$ cat src/rtl/adc_seq_ctrl.sv
module adc_seq_ctrl #(
  parameter int RES_W     = 12,
  parameter int CONV_CLKS = 16
) (
  input  logic             clk,
  input  logic             rst_n,
  input  logic             cfg_we,
  input  logic [7:0]       cfg_wdata,
  output logic [7:0]       cfg_rdata,
  input  logic             sw_start,
  input  logic             tmr_ovf,
  input  logic             conv_n,
  input  logic             cmp_in,
  output logic             pwr_up,
  output logic             ext_ref,
  output logic             trk,
  output logic             step,
  output logic [RES_W-1:0] dac_code,
  output logic [RES_W-1:0] result,
  output logic             busy,
  output logic             done
);
  localparam int CW = $clog2(CONV_CLKS + 5);
  localparam int KW = $clog2(RES_W);

  logic [7:0]       cfg;
  logic [2:0]       pin_s;
  logic [5:0]       div_lat;
  logic [4:0]       divcnt;
  logic [2:0]       acq_lat;
  logic [CW-1:0]    tcnt;
  logic [RES_W-1:0] sar;

  function automatic logic [5:0] div_of(input logic [1:0] c);
    case (c)
      2'b00:   return 6'd32;
      2'b01:   return 6'd4;
      2'b10:   return 6'd8;
      default: return 6'd2;
    endcase
  endfunction

  wire pin_fall = pin_s[2] & ~pin_s[1];
  wire abort    = ~cfg[7] | (cfg_we & ~cfg_wdata[7]);
  wire trig     = cfg[7] & ~busy & (sw_start | (cfg[1] & tmr_ovf) | (cfg[0] & pin_fall));

  wire            tick   = busy && ({1'b0, divcnt} == div_lat - 6'd1);
  wire            conv   = busy && (tcnt >= CW'(acq_lat));
  wire [CW-1:0]   kk     = tcnt - CW'(acq_lat);
  wire            bitsel = conv && (kk < CW'(RES_W));
  wire [KW-1:0]   bpos   = KW'(RES_W - 1) - kk[KW-1:0];
  wire            last   = tick && conv && (kk == CW'(CONV_CLKS - 1));

  assign cfg_rdata = cfg;
  assign pwr_up    = cfg[7];
  assign ext_ref   = cfg[6];
  assign trk       = busy && !conv;
  assign step      = tick && bitsel;
  assign dac_code  = sar | (bitsel ? (RES_W'(1) << bpos) : '0);

  always_ff @(posedge clk or negedge rst_n) begin
    if (!rst_n) begin
      cfg   <= 8'h40;
      pin_s <= 3'b111;
    end else begin
      pin_s <= {pin_s[1:0], conv_n};
      if (cfg_we) cfg <= cfg_wdata;
    end
  end

  always_ff @(posedge clk or negedge rst_n) begin
    if (!rst_n) begin
      busy    <= 1'b0;
      done    <= 1'b0;
      result  <= '0;
      sar     <= '0;
      divcnt  <= '0;
      tcnt    <= '0;
      div_lat <= 6'd32;
      acq_lat <= 3'd1;
    end else begin
      done <= 1'b0;
      if (abort) begin
        busy <= 1'b0;
      end else if (trig) begin
        busy    <= 1'b1;
        sar     <= '0;
        divcnt  <= '0;
        tcnt    <= '0;
        div_lat <= div_of(cfg[5:4]);
        acq_lat <= {1'b0, cfg[3:2]} + 3'd1;
      end else if (busy) begin
        if (tick) begin
          divcnt <= '0;
          tcnt   <= tcnt + 1'b1;
          if (bitsel) sar[bpos] <= cmp_in;
          if (last) begin
            busy   <= 1'b0;
            done   <= 1'b1;
            result <= sar;
          end
        end else begin
          divcnt <= divcnt + 1'b1;
        end
      end
    end
  end

  a_r6_done_single: assert property (@(posedge clk) disable iff (!rst_n) done |=> !done);
  a_r6_done_idle:   assert property (@(posedge clk) disable iff (!rst_n) done |-> !busy);
  a_r2_off_idle:    assert property (@(posedge clk) disable iff (!rst_n) !pwr_up |-> !busy);
  a_r4_trk_in_busy: assert property (@(posedge clk) disable iff (!rst_n) trk |-> busy && !step);
  a_r3_div_bound:   assert property (@(posedge clk) disable iff (!rst_n) busy |-> ({1'b0, divcnt} < div_lat));
  a_r10_div_hold:   assert property (@(posedge clk) disable iff (!rst_n)
                                     (busy && !abort && !last) |=> $stable(div_lat));
  a_r5_code_fresh:  assert property (@(posedge clk) disable iff (!rst_n)
                                     (trig && !abort) |=> (dac_code == '0) && trk);
endmodule

$ cat config.mk
export PLATFORM = sky130hd
export DESIGN_NAME = adc_seq_ctrl
export DESIGN_NICKNAME = d
export VERILOG_FILES = /design/src/rtl/adc_seq_ctrl.sv
export SDC_FILE = /design/constraint.sdc
export NUM_CORES = 1
export LEC_CHECK = 0
export ABC_AREA = 0
export BUFFER_PORTS_ARGS = -buffer_cell sky130_fd_sc_hd__buf_2
export CAP_MARGIN = 20
export CELL_PAD_IN_SITES_DETAIL_PLACEMENT = 0
export CELL_PAD_IN_SITES_GLOBAL_PLACEMENT = 1
export CORE_MARGIN = 2
export CORE_UTILIZATION = 43
export CTS_CLUSTER_DIAMETER = 80
export DETAILED_ROUTE_END_ITERATION = 10
export GPL_ROUTABILITY_DRIVEN = 1
export PLACE_DENSITY = 0.82
export SYNTH_ARGS = -nofsm -noshare
export SYNTH_HDL_FRONTEND = slang
export SYNTH_SLANG_ARGS = --single-unit
$ cat constraint.sdc
create_clock -name clk -period 3.5 [get_ports clk]
set_input_delay 0.7 -clock clk [delete_from_list [all_inputs] [get_ports clk]]
set_output_delay 0.7 -clock clk [all_outputs]
set_load 0.03 [all_outputs]
==> results.toml <==
[outcome]
status = "completed"

[worst_setup_path]
crit_arrival_ns = 2.75
path_buf_inv = 3
rrSetupSlack_ns = 0.39
r2r_start = "acq_lat[0]$_DFFE_PN1P_"
path_class = "flop to output port"
r2r-end = "result[7]$_DFFE_PN0P_"
worst_setup_path_start_kind = "flop"
worst_path_largest_cell_delay_ns = 0.56
cp.depth = 9
slowest_stage = "dfstp_2"
cp_top_family = "flip-flops"
endpoint_kind = "output port"
cp.required_ns = 2.80
reg2reg_depth = 11
crit_path_max_fanout = 16
cp_cell_sequence = "ha_4 -> inv_2 -> fa_2 -> a211oi_2 -> mux2i_2 -> o211ai_1 -> buf_4 -> nor2_1 -> clkbuf_4"

[yosys]
synth_xor_area_share_pct = 2.83
synth_compound_area_share_pct = 14.2
synth_top_family_by_area = "simple AND/OR/NAND/NOR gates"
synthTopCellsByArea = "dfrtp_1 39%, mux2_2 7.0%, dfstp_2 5.2%"
yosysTopAreaCell = "dfrtp_1"
syn_nets = 331
ys_seq_elements = 54
synthMuxAreaShare_pct = 7.34
synth-adder-area-share_pct = 5.57
syn-instance-count = 303
synth_area_mm2 = 0.00305
avgSynthCellArea_um2 = 10.1
synth-simple-area-share_pct = 21.1
seq_area_frac_synth_pct = 44.5
yosysWarnings = 0
synth_top_area_share_pct = 39.3
synth_cell_type_count = 42

[pwr]
pwr-share-clk_pct = 15.0
p_seq_share_pct = 31.9
internal-power_uw = 1370
cellLeakagePower_uw = 0.00181
p_per_area_mw_per_mm2 = 648
p_switching_uw = 1040
switching_share_pct = 43.2
peakVddDrop_v = 0.000215
comb_power_share_pct = 53.1

[floorplan]
initial_core_util_pct = 44.7
dieArea_mm2 = 0.00779
core_area_mm2 = 0.00683
row_count = 30
io_pins = 53
die_w_um = 88.3
die_h_um = 88.3

[global_route]
overflow = 0
antenna_found_initial = 0
grt.total_usage_pct = 19.4
grt_pass1_wl_um = 11900
grt_pass1_vias = 2478
grt_max_degree = 49

[cts]
cts_tree = "built"
numCtsBuffers = 5
cts.sinks = 54
clk_pin_slew_ns = 0.10
cts.htree.levels = 2
clock_latency_ns = 0.31
cts_hold_buffers = 0
cts_root_buf = "clkbuf_8"
cts.path.max_buffers = 2

[finish]
mostFrequentLayoutCells = "48 x dfrtp_1, 39 x buf_2, 32 x buf_4"
fin_util_pct = 54.6
drive_above_1_share_pct = 35.1
antenna_cells = 0
nNetsFinal = 395
instances_no_fill = 464
area_growth_pct = 22.1
layout.cells.most_common = "dfrtp_1"
fillers = 639

[routing]
routed_wl_um = 7180
dr.pass1.iters = 4
drt-initial-drc-count = 118
remaining_drc_errors = 0
ant_nets = 0
vias = 2454
post_drt_wl_per_cell_um = 15.5
vias_per_cell = 5.29

[timing]
max-slew-margin-rel_pct = 49.4
worst-slew-pin-transition_ns = 0.758
fmax_mhz = 290
hold_viol_final = 0
final.setup_skew_ns = 0.00427
fin_crit_sh_pct = 98.6
slew_viol_final = 0
setup_violations = 0
period_minus_slack_ns = 3.45
rsz0062_at_grt = "yes"

[placed_design]
hpwl_um = 5140
finalWeightedCongestion = 0.851
dp_cells = 448
portBuffers = 52

[run]
cap_violations = 0

[worst_hold_path]
hold_class = "input port to asynchronous set/reset pin"
how the worst max path moves through the flow:
stage                   endpoint                    from
floorplan            dac_code[4]  acq_lat[0]$_DFFE_PN1P_
global placement    dac_code[10]  acq_lat[0]$_DFFE_PN1P_
detailed placement   dac_code[9]  acq_lat[0]$_DFFE_PN1P_
CTS                  dac_code[0]  acq_lat[0]$_DFFE_PN1P_
global route         dac_code[2]  acq_lat[0]$_DFFE_PN1P_
finish                      step  acq_lat[0]$_DFFE_PN1P_
per-stage QoR:
step	total power [uW]	instance area, um2	hold slack, ns	TNS (ns)	worst slack [ns]
3_3_place_gp	1840	3460	0.347	0	0.248
4_1_cts	2280	3600	0.363	0	0.0104
6_report	2420	3730	0.230	0	0.0491
2_1_floorplan	1530	3050	0.345	0	0.238
5_1_grt	2590	3730	0.219	-0.631	-0.110
3_5_place_dp	1860	3460	0.347	0	0.169
worst reg2reg max path, cell delays in order, from the launching register on:
cell and delay (ns):
dfstp_2 0.56, ha_4 0.13, inv_2 0.04, fa_2 0.39, a211oi_2 0.28, mux2i_2 0.31
nand2_1 0.13, buf_4 0.15, buf_4 0.13, nor4b_4 0.30, buf_4 0.23, mux2_2 0.36
per-layer routing:
| metal | share of wire (%) | wire length (um) | GRT usage (%) | vias up |
|---|---|---|---|---|
| li1 | - | - | - | 1199 |
| met1 | 47 | 3340 | 26.9 | 1184 |
| met2 | 48 | 3430 | 31.8 | 61 |
| met3 | 4.2 | 304 | 2.52 | 10 |
| met4 | 1.5 | 107 | 6.20 | 0 |
| met5 | 0 | 0 | 0 | - |
synthesized netlist by cell type (all sizes together):
cell type / instances
nor3: 2
mux2: 19
a21oi: 9
o41ai: 1
nand3: 5
and3b: 2
or3: 3
dfrtp: 48
or4: 4
nand3b: 4
o21ai: 33
dfstp: 6
buf: 11
nor4b: 2
o211ai: 2
nand2b: 6
ha: 12
xnor2: 3
nand2: 20
a211oi: 4
o31ai: 2
and2: 10
nor2b: 16
nand4: 18
or2: 1
clkbuf: 6
a21bo: 4
a21o: 10
xor2: 6
inv: 13
o21bai: 4
and3: 3
fa: 1
nor4: 1
a311oi: 1
mux2i: 1
nor2: 10
sequential cells by signal (all words and copies together) (netlist names), 3 cells and up:
register / cells
pin_s: 3
divcnt: 5
result: 12
div_lat: 4
tcnt: 5
cfg_rdata: 8
acq_lat: 3
sar: 12
timing repair:
action | 4_1_cts | 5_1_grt
endpoints found under the setup margin | 12 | 13
pin swaps | 2 | 11
setup buffers | 2 | 5
gates resized for setup | 6 | 32
logic make-up (layout without fill, tap and decap cells):
family / Yosys count / after routing
buffers and inverters: 30 / 95
AO/OA/AOI/OAI: 70 / 70
flip-flops: 54 / 54
AND/OR/NAND/NOR: 107 / 107
XOR/XNOR: 9 / 9
adder cells (fa/ha/maj): 13 / 13
multiplexers: 20 / 20
final cells by class:
| cell class | instances | area, um2 | area share [%] |
|---|---|---|---|
| clock inverter | 3 | 25.0 | 0.671 |
| inverter | 13 | 48.8 | 1.31 |
| sequential | 54 | 1360 | 36.5 |
| clock buffer | 5 | 68.8 | 1.85 |
| tap | 96 | 120 | 3.22 |
| timing repair buffer | 74 | 474 | 12.7 |
| multi-input combinational | 219 | 1630 | 43.8 |
power groups by stage:
stage | Combinational, uW | Sequential [uW] | Clock, uW
floorplan | 745 | 784 | 0
global placement | 1060 | 780 | 0
detailed placement | 1080 | 784 | 0
CTS | 1140 | 772 | 376
global route | 1400 | 781 | 400
finish | 1280 | 770 | 364
Note: power is estimated with default switching activity, not from simulation.
